--- config.mk ---
export PLATFORM = sky130hd
export DESIGN_NAME = dec_acc_cpu
export DESIGN_NICKNAME = d
export VERILOG_FILES = /design/src/rtl/dec_cpu_pkg.sv /design/src/rtl/dec_word_store.sv /design/src/rtl/dec_sm_alu.sv /design/src/rtl/dec_xfer_seq.sv /design/src/rtl/dec_acc_cpu.sv
export SDC_FILE = /design/constraint.sdc
export NUM_CORES = 2
export LEC_CHECK = 0
export BUFFER_PORTS_ARGS = -buffer_cell sky130_fd_sc_hd__clkbuf_2
export CAP_MARGIN = 20
export CORE_AREA = 2 2 280 282
export CTS_BUF_LIST = sky130_fd_sc_hd__clkbuf_4 sky130_fd_sc_hd__clkbuf_8 sky130_fd_sc_hd__clkbuf_16
export CTS_CLUSTER_DIAMETER = 100
export DETAILED_ROUTE_END_ITERATION = 12
export DIE_AREA = 0 0 282 284
export PLACE_DENSITY = 0.82
export SETUP_SLACK_MARGIN = 0.3
export SLEW_MARGIN = 15
export SYNTH_ARGS = -nofsm -noshare
export SYNTH_HDL_FRONTEND = slang
export SYNTH_SLANG_ARGS = --single-unit
--- constraint.sdc ---
create_clock -name clk -period 84.8 [get_ports clk]
set_input_delay 16.96 -clock clk [delete_from_list [all_inputs] [get_ports clk]]
set_output_delay 16.96 -clock clk [all_outputs]
set_load 0.05 [all_outputs]
--- src/rtl/dec_cpu_pkg.sv ---
package dec_cpu_pkg;

  localparam int unsigned VAL_W   = 10;
  localparam int unsigned VAL_MAX = 999;
  localparam int unsigned VAL_MOD = 1000;
  localparam int unsigned FLD_MOD = 100;

  typedef enum logic [3:0] {
    ST_FPC  = 4'd0,
    ST_FRD  = 4'd1,
    ST_FIR  = 4'd2,
    ST_DEC  = 4'd3,
    ST_ORD  = 4'd4,
    ST_EXE  = 4'd5,
    ST_SMD  = 4'd6,
    ST_SWR  = 4'd7,
    ST_INP  = 4'd8,
    ST_OUTP = 4'd9,
    ST_INC  = 4'd10,
    ST_STOP = 4'd11
  } seq_state_e;

  typedef struct packed {
    logic mar_from_pc;
    logic mar_from_ir;
    logic mdr_from_mem;
    logic mdr_from_acc;
    logic ir_load;
    logic acc_from_in;
    logic acc_from_mdr;
    logic acc_from_alu;
    logic alu_sub;
    logic mem_write;
    logic pc_step;
    logic pc_jump;
    logic set_stop;
    logic set_fault;
  } xfer_ctl_t;

  function automatic logic [3:0] op_digit(input logic [VAL_W-1:0] w);
    return 4'(w / VAL_W'(FLD_MOD));
  endfunction

  function automatic logic [6:0] adr_field(input logic [VAL_W-1:0] w);
    return 7'(w % VAL_W'(FLD_MOD));
  endfunction

endpackage

--- src/rtl/dec_word_store.sv ---
module dec_word_store #(
  parameter int unsigned DEPTH  = 100,
  parameter int unsigned W      = 10,
  parameter int unsigned ADDR_W = 7,
  parameter logic [DEPTH*W-1:0] IMAGE = '0
) (
  input  logic              clk,
  input  logic              rst_n,
  input  logic              wr_en,
  input  logic [ADDR_W-1:0] addr,
  input  logic [W-1:0]      wdata,
  output logic [W-1:0]      rdata
);

  logic [W-1:0] cells [DEPTH];

  for (genvar gi = 0; gi < DEPTH; gi++) begin : g_cell
    always_ff @(posedge clk or negedge rst_n) begin
      if (!rst_n) begin
        cells[gi] <= IMAGE[gi*W +: W];
      end else if (wr_en && (addr == ADDR_W'(gi))) begin
        cells[gi] <= wdata;
      end
    end
  end

  always_comb begin
    rdata = '0;
    if (int'(addr) < DEPTH) rdata = cells[addr];
  end

  assert_wr_addr_R4: assert property (@(posedge clk) disable iff (!rst_n)
    wr_en |-> (int'(addr) < DEPTH));

endmodule

--- src/rtl/dec_sm_alu.sv ---
module dec_sm_alu
  import dec_cpu_pkg::*;
(
  input  logic             a_neg,
  input  logic [VAL_W-1:0] a_mag,
  input  logic [VAL_W-1:0] b_mag,
  input  logic             sub,
  output logic             r_neg,
  output logic [VAL_W-1:0] r_mag,
  output logic             r_ovf
);

  localparam int unsigned SW = VAL_W + 2;

  logic signed [SW-1:0] sa, sb, sum, mag_abs, mag_wrap;

  always_comb begin
    sa       = a_neg ? -$signed({2'b00, a_mag}) : $signed({2'b00, a_mag});
    sb       = sub   ? -$signed({2'b00, b_mag}) : $signed({2'b00, b_mag});
    sum      = sa + sb;
    mag_abs  = sum[SW-1] ? -sum : sum;
    r_ovf    = mag_abs > SW'(VAL_MAX);
    mag_wrap = r_ovf ? (mag_abs - SW'(VAL_MOD)) : mag_abs;
    r_mag    = mag_wrap[VAL_W-1:0];
    r_neg    = sum[SW-1] && (r_mag != '0);
  end

endmodule

--- src/rtl/dec_xfer_seq.sv ---
module dec_xfer_seq
  import dec_cpu_pkg::*;
(
  input  seq_state_e cur,
  input  logic [3:0] op,
  input  logic [6:0] adr,
  input  logic       acc_zero,
  input  logic       acc_neg,
  input  logic       in_valid,
  input  logic       out_ready,
  output seq_state_e nxt,
  output xfer_ctl_t  ctl
);

  always_comb begin
    nxt = cur;
    ctl = '0;
    unique case (cur)
      ST_FPC: begin ctl.mar_from_pc = 1'b1;  nxt = ST_FRD; end
      ST_FRD: begin ctl.mdr_from_mem = 1'b1; nxt = ST_FIR; end
      ST_FIR: begin ctl.ir_load = 1'b1;      nxt = ST_DEC; end
      ST_DEC: begin
        case (op)
          4'd0: begin ctl.set_stop = 1'b1; nxt = ST_STOP; end
          4'd1, 4'd2, 4'd5: begin ctl.mar_from_ir = 1'b1; nxt = ST_ORD; end
          4'd3: begin ctl.mar_from_ir = 1'b1; nxt = ST_SMD; end
          4'd6: begin ctl.pc_jump = 1'b1; nxt = ST_FPC; end
          4'd7: begin
            if (acc_zero) begin ctl.pc_jump = 1'b1; nxt = ST_FPC; end
            else nxt = ST_INC;
          end
          4'd8: begin
            if (!acc_neg) begin ctl.pc_jump = 1'b1; nxt = ST_FPC; end
            else nxt = ST_INC;
          end
          4'd9: begin
            if (adr == 7'd1)      nxt = ST_INP;
            else if (adr == 7'd2) nxt = ST_OUTP;
            else begin ctl.set_fault = 1'b1; ctl.set_stop = 1'b1; nxt = ST_STOP; end
          end
          default: begin ctl.set_fault = 1'b1; ctl.set_stop = 1'b1; nxt = ST_STOP; end
        endcase
      end
      ST_ORD: begin ctl.mdr_from_mem = 1'b1; nxt = ST_EXE; end
      ST_EXE: begin
        if (op == 4'd5) ctl.acc_from_mdr = 1'b1;
        else begin
          ctl.acc_from_alu = 1'b1;
          ctl.alu_sub      = (op == 4'd2);
        end
        nxt = ST_INC;
      end
      ST_SMD: begin ctl.mdr_from_acc = 1'b1; nxt = ST_SWR; end
      ST_SWR: begin ctl.mem_write = 1'b1;    nxt = ST_INC; end
      ST_INP: begin
        if (in_valid) begin ctl.acc_from_in = 1'b1; nxt = ST_INC; end
      end
      ST_OUTP: begin
        if (out_ready) nxt = ST_INC;
      end
      ST_INC:  begin ctl.pc_step = 1'b1; nxt = ST_FPC; end
      ST_STOP: nxt = ST_STOP;
      default: nxt = ST_STOP;
    endcase
  end

endmodule

--- src/rtl/dec_acc_cpu.sv ---
module dec_acc_cpu
  import dec_cpu_pkg::*;
#(
  parameter int unsigned DEPTH = 100,
  parameter logic [DEPTH*VAL_W-1:0] IMAGE = '0
) (
  input  logic             clk,
  input  logic             rst_n,
  input  logic             in_valid,
  output logic             in_ready,
  input  logic             in_neg,
  input  logic [VAL_W-1:0] in_mag,
  output logic             out_valid,
  input  logic             out_ready,
  output logic             out_neg,
  output logic [VAL_W-1:0] out_mag,
  output logic             overflow,
  output logic             halted,
  output logic             fault
);

  localparam int unsigned ADDR_W = $clog2(DEPTH);

  logic [1:0]        rst_pipe;
  logic              rst_ns;
  seq_state_e        st_q, st_d;
  xfer_ctl_t         ctl;
  logic [ADDR_W-1:0] pc_q, mar_q;
  logic [VAL_W-1:0]  mdr_q, ir_q, mem_rdata, acc_mag_q, alu_mag, in_wrap;
  logic              acc_neg_q, alu_neg, alu_ovf;
  logic              ovf_q, stop_q, fault_q;
  logic [3:0]        op;
  logic [6:0]        adr;

  // reset: asserted at once, released on a clock edge
  always_ff @(posedge clk or negedge rst_n) begin
    if (!rst_n) rst_pipe <= 2'b00;
    else        rst_pipe <= {rst_pipe[0], 1'b1};
  end
  assign rst_ns = rst_pipe[1];

  assign op      = op_digit(ir_q);
  assign adr     = adr_field(ir_q);
  assign in_wrap = VAL_W'(in_mag % VAL_W'(VAL_MOD));

  dec_xfer_seq u_seq (
    .cur      (st_q),
    .op       (op),
    .adr      (adr),
    .acc_zero (acc_mag_q == '0),
    .acc_neg  (acc_neg_q),
    .in_valid (in_valid),
    .out_ready(out_ready),
    .nxt      (st_d),
    .ctl      (ctl)
  );

  dec_sm_alu u_alu (
    .a_neg(acc_neg_q),
    .a_mag(acc_mag_q),
    .b_mag(mdr_q),
    .sub  (ctl.alu_sub),
    .r_neg(alu_neg),
    .r_mag(alu_mag),
    .r_ovf(alu_ovf)
  );

  dec_word_store #(
    .DEPTH (DEPTH),
    .W     (VAL_W),
    .ADDR_W(ADDR_W),
    .IMAGE (IMAGE)
  ) u_mem (
    .clk  (clk),
    .rst_n(rst_ns),
    .wr_en(ctl.mem_write),
    .addr (mar_q),
    .wdata(mdr_q),
    .rdata(mem_rdata)
  );

  always_ff @(posedge clk or negedge rst_ns) begin
    if (!rst_ns) st_q <= ST_FPC;
    else         st_q <= st_d;
  end

  always_ff @(posedge clk or negedge rst_ns) begin
    if (!rst_ns)          pc_q <= '0;
    else if (ctl.pc_jump) pc_q <= ADDR_W'(adr);
    else if (ctl.pc_step) pc_q <= (int'(pc_q) == DEPTH-1) ? '0 : pc_q + 1'b1;
  end

  always_ff @(posedge clk or negedge rst_ns) begin
    if (!rst_ns)              mar_q <= '0;
    else if (ctl.mar_from_pc) mar_q <= pc_q;
    else if (ctl.mar_from_ir) mar_q <= ADDR_W'(adr);
  end

  always_ff @(posedge clk or negedge rst_ns) begin
    if (!rst_ns)               mdr_q <= '0;
    else if (ctl.mdr_from_mem) mdr_q <= mem_rdata;
    else if (ctl.mdr_from_acc) mdr_q <= acc_mag_q;
  end

  always_ff @(posedge clk or negedge rst_ns) begin
    if (!rst_ns)          ir_q <= '0;
    else if (ctl.ir_load) ir_q <= mdr_q;
  end

  always_ff @(posedge clk or negedge rst_ns) begin
    if (!rst_ns) begin
      acc_neg_q <= 1'b0;
      acc_mag_q <= '0;
    end else if (ctl.acc_from_in) begin
      acc_neg_q <= in_neg && (in_wrap != '0);
      acc_mag_q <= in_wrap;
    end else if (ctl.acc_from_mdr) begin
      acc_neg_q <= 1'b0;
      acc_mag_q <= mdr_q;
    end else if (ctl.acc_from_alu) begin
      acc_neg_q <= alu_neg;
      acc_mag_q <= alu_mag;
    end
  end

  always_ff @(posedge clk or negedge rst_ns) begin
    if (!rst_ns)                           ovf_q <= 1'b0;
    else if (ctl.acc_from_alu && alu_ovf)  ovf_q <= 1'b1;
  end

  always_ff @(posedge clk or negedge rst_ns) begin
    if (!rst_ns) begin
      stop_q  <= 1'b0;
      fault_q <= 1'b0;
    end else begin
      if (ctl.set_stop)  stop_q  <= 1'b1;
      if (ctl.set_fault) fault_q <= 1'b1;
    end
  end

  assign in_ready  = (st_q == ST_INP);
  assign out_valid = (st_q == ST_OUTP);
  assign out_neg   = acc_neg_q;
  assign out_mag   = acc_mag_q;
  assign overflow  = ovf_q;
  assign halted    = stop_q;
  assign fault     = fault_q;

  assert_mar_hold_R1: assert property (@(posedge clk) disable iff (!rst_ns)
    (st_q != ST_FPC && st_q != ST_DEC) |=> $stable(mar_q));
  assert_io_excl_R2: assert property (@(posedge clk) disable iff (!rst_ns)
    !(in_ready && out_valid));
  assert_no_neg_zero_R2: assert property (@(posedge clk) disable iff (!rst_ns)
    acc_neg_q |-> (acc_mag_q != '0));
  assert_out_hold_R3: assert property (@(posedge clk) disable iff (!rst_ns)
    (out_valid && !out_ready) |=> (out_valid && $stable(out_mag) && $stable(out_neg)));
  assert_mag_range_R7: assert property (@(posedge clk) disable iff (!rst_ns)
    acc_mag_q <= VAL_W'(VAL_MAX));
  assert_ovf_sticky_R7: assert property (@(posedge clk) disable iff (!rst_ns)
    overflow |=> overflow);
  assert_halt_sticky_R9: assert property (@(posedge clk) disable iff (!rst_ns)
    halted |=> (halted && !in_ready && !out_valid));
  assert_fault_stops_R10: assert property (@(posedge clk) disable iff (!rst_ns)
    fault |-> halted);

endmodule

==> impl_metrics.py <==
metrics = {
    "synth": {
        "synth_top_area_cell": "dfrtp_1",
        "synth-main-ff-cell": "dfrtp_1",
        "synth_seq_cells": 1054,
        "seq_area_frac_synth": 0.522,
        "synth.avg_cell_area_sq_um": 13.7,
        "synth.most_common_cell": "dfrtp_1",
        "synth_top_area_frac": 0.522,
        "yosysWarningCount": 0,
        "synth_edf_count": 0,
        "async_flop_share": 1.00,
        "syn_inst": 3688,
        "syn_area_sq_um": 50500,
        "synth_fp_nets": 3720,
        "synth_area_leaders": "dfrtp_1, mux2_2, mux4_2, o21ai_0, nand2_1",
        "synth_cell_types": 89,
        "synth_common_cells": "dfrtp_1, mux2_2, nand2_1, mux4_2, o21ai_0",
    },
    "routing": {
        "num_vias": 31900,
        "highest_layer": "met5",
        "via_per_inst": 6.78,
        "first_pass_iters": 5,
        "ant_nets": 0,
        "drtIter0Drc": 3054,
        "wire_per_inst_microns": 26.4,
        "wl_met3_microns": 8920,
        "drc": 0,
        "dr_wl_met2_microns": 58100,
        "finalWirelength_microns": 124000,
        "wl_met1_microns": 51400,
    },
    "critical_path": {
        "cpPeakStageDelay_ns": 0.75,
        "worstSetupEndpointType": "output port",
        "start_kind": "flip-flop",
        "crit_type": "flip-flop to output port",
        "critPathMaxFanout": 18,
        "cp.arrival_ns": 2.40,
        "crit_slowest_cell": "dfrtp_1",
        "cp.required_ns": 67.84,
        "rrSetupSlack_ns": 77.39,
        "crit_chain": "clkinv_1, nand2_1, nor2_1, clkbuf_2",
    },
    "power": {
        "power_density_nw_per_um2": 31.9,
        "vdd_ir_drop_max_v": 0.0000346,
        "p_leak_uw": 0.0255,
    },
    "layout": {
        "multiInputGateArea_sq_um": 22800,
        "drive_above_1_share": 0.399,
        "ff_latch_area_sq_um": 26400,
        "fin_nets": 3608,
        "instances_no_fill": 4698,
        "fin_util": 0.715,
        "syn2layout_area_growth_pct": 8.94,
        "fillCellCount": 4798,
    },
    "timing": {
        "setup_slack_ns": 65.44,
        "setup_violations": 0,
        "period_needed_ns": 19.36,
        "maxSlewHeadroom": 0.198,
        "worstMarginPinSlew_ns": 1.20,
        "setup_tns_ns": 0,
        "fmax_ghz": 0.0517,
        "hold_viol": 0,
        "clock_skew_ns": 0.0269,
        "rsz0062_at_grt": "no",
        "finalHoldWorstSlack_ns": 0.345,
        "layout_worst_path_cycle_share": 0.228,
        "drv_slew": 0,
    },
    "cts": {
        "clock_latency_ns": 0.67,
        "clock_sinks": 1054,
        "cts_resized": 0,
        "tritoncts": "built",
        "cts_buffers": 106,
        "clk_pin_slew_ns": 0.06,
        "clockBufferDepth": 3,
        "ctsHoldBuffers": 0,
        "cts-root-buf": "clkbuf_16",
        "cts_max_level": 3,
        "cts_setup_buffers": 0,
    },
    "place": {
        "port_buffers": 30,
        "gp_congestion": 0.920,
        "placed_cells": 4500,
        "dp_hpwl_microns": 76100,
        "post-place-ws_ns": 66.08,
    },
    "run": {
        "maxCapViolCount": 0,
    },
    "global_route": {
        "grt_pass1_wl_microns": 195000,
        "grt_pass1_vias": 32500,
        "grt_max_degree": 183,
        "grt.overflow.total": 0,
        "gr-usage-all-layers": 0.319,
        "antenna_found_initial": 5,
    },
    "floorplan": {
        "ios": 31,
        "fp.dieArea_sq_um": 80100,
        "core-area_sq_um": 77000,
        "die_h_microns": 284,
        "rows": 102,
        "fp.dieW_microns": 282,
        "initial_core_util": 0.656,
    },
    "worst_hold_path": {
        "min_path_type": "flip-flop to flip-flop",
    },
    "outcome": {
        "outcome": "finished, final reports clean",
    },
}
[final cells by class]
type,count,share of cell area
multi-input cells,2299,0.415
flip-flops and latches,1054,0.480
well taps,1040,0.0237
inverters,26,0.00177
diodes,1,0.0000455
clock inverters,33,0.00837
repair buffers,89,0.0116
clock buffers,156,0.0590
[layer usage]
| metal | vias to the layer above | global-route usage |
|---|---|---|
| met5 | - | 0 |
| met4 | 8 | 0.137 |
| met3 | 316 | 0.0641 |
| met2 | 1270 | 0.478 |
| met1 | 16900 | 0.461 |
| li1 | 13400 | - |
[logic make-up (layout without fill, tap and decap cells)]
group	count (synthesis)	after routing	share of synthesized area
buf+inv	335	304	0.0256
fa+ha+maj	18	18	0.00456
simple gates	628	628	0.0560
flops	1054	1054	0.522
other cells	1	2	0.0000743
mux	1170	1170	0.332
xor+xnor	47	47	0.00830
compound gates	435	435	0.0516
[power breakdown]
group / total [uW] / internal (uW) / switching, uW / leakage, uW
sequential: 631 / 543 / 88.2 / 0.0146
combinational: 635 / 239 / 396 / 0.00904
clock: 491 / 292 / 199 / 0.00186
[path summary, 6_finish.rpt]
check | startpoint | cells after the start | endpoint
min in group asynchronous | rst_pipe[1] | 0 | u_mem.cells[532]
min | rst_pipe[0] | 0 | rst_pipe[1]
min reg2reg | rst_pipe[0] | 0 | rst_pipe[1]
max in group asynchronous | rst_n | 1 | rst_pipe[1]
max reg2reg | ir_q[6] | 21 | out_mag[9]
max | st_q[1] | 4 | out_valid
[placed cells by master (no fill, tap or decap), types with 7 or more instances in the layout]
master	n
clkbuf_16	108
and2_1	7
a21oi_1	54
bufinv_16	9
nor2b_1	19
mux4_2	320
mux2i_1	34
o31ai_1	7
xor2_1	18
nand2_1	324
buf_4	54
nor2_1	120
mux2_2	815
or3_1	7
nor4_1	9
nor3_1	25
a211oi_1	12
nand2b_1	19
inv_1	22
dfrtp_4	12
clkinv_2	15
nand3b_1	8
nand4_1	13
ha_1	16
dfrtp_1	1038
o21ai_0	259
o22ai_1	9
clkbuf_8	29
a31oi_1	10
xnor2_1	28
clkbuf_2	30
and3_1	8
clkbuf_4	19
nor3b_1	8
nand3_1	35
[critical path, delay by kind of cell, from the launching register on]
| family | cells | cell delay [ns] |
|---|---|---|
| buffers and inverters | 2 | 0.66 |
| flip-flops | 1 | 0.75 |
| AND/OR/NAND/NOR | 2 | 0.33 |
[flip-flops by register name, indices dropped and copies added (netlist names)]
register     count
u_mem.cells   1000
mar_q            7
st_q             4
halted           1
ir_q            10
pc_q             7
fault            1
out_mag         10
rst_pipe         2
mdr_q           10
overflow         1
out_neg          1
[through the flow]
step                      total power [uW]  cell area (sq um)
after floorplan                       1090              50500
after global placement                1250              51200
after detailed placement              1260              51200
after CTS                             1750              54900
after global routing                  1840              55000
final                                 1760              55000
No activity file was read; power rests on OpenSTA's default activity.
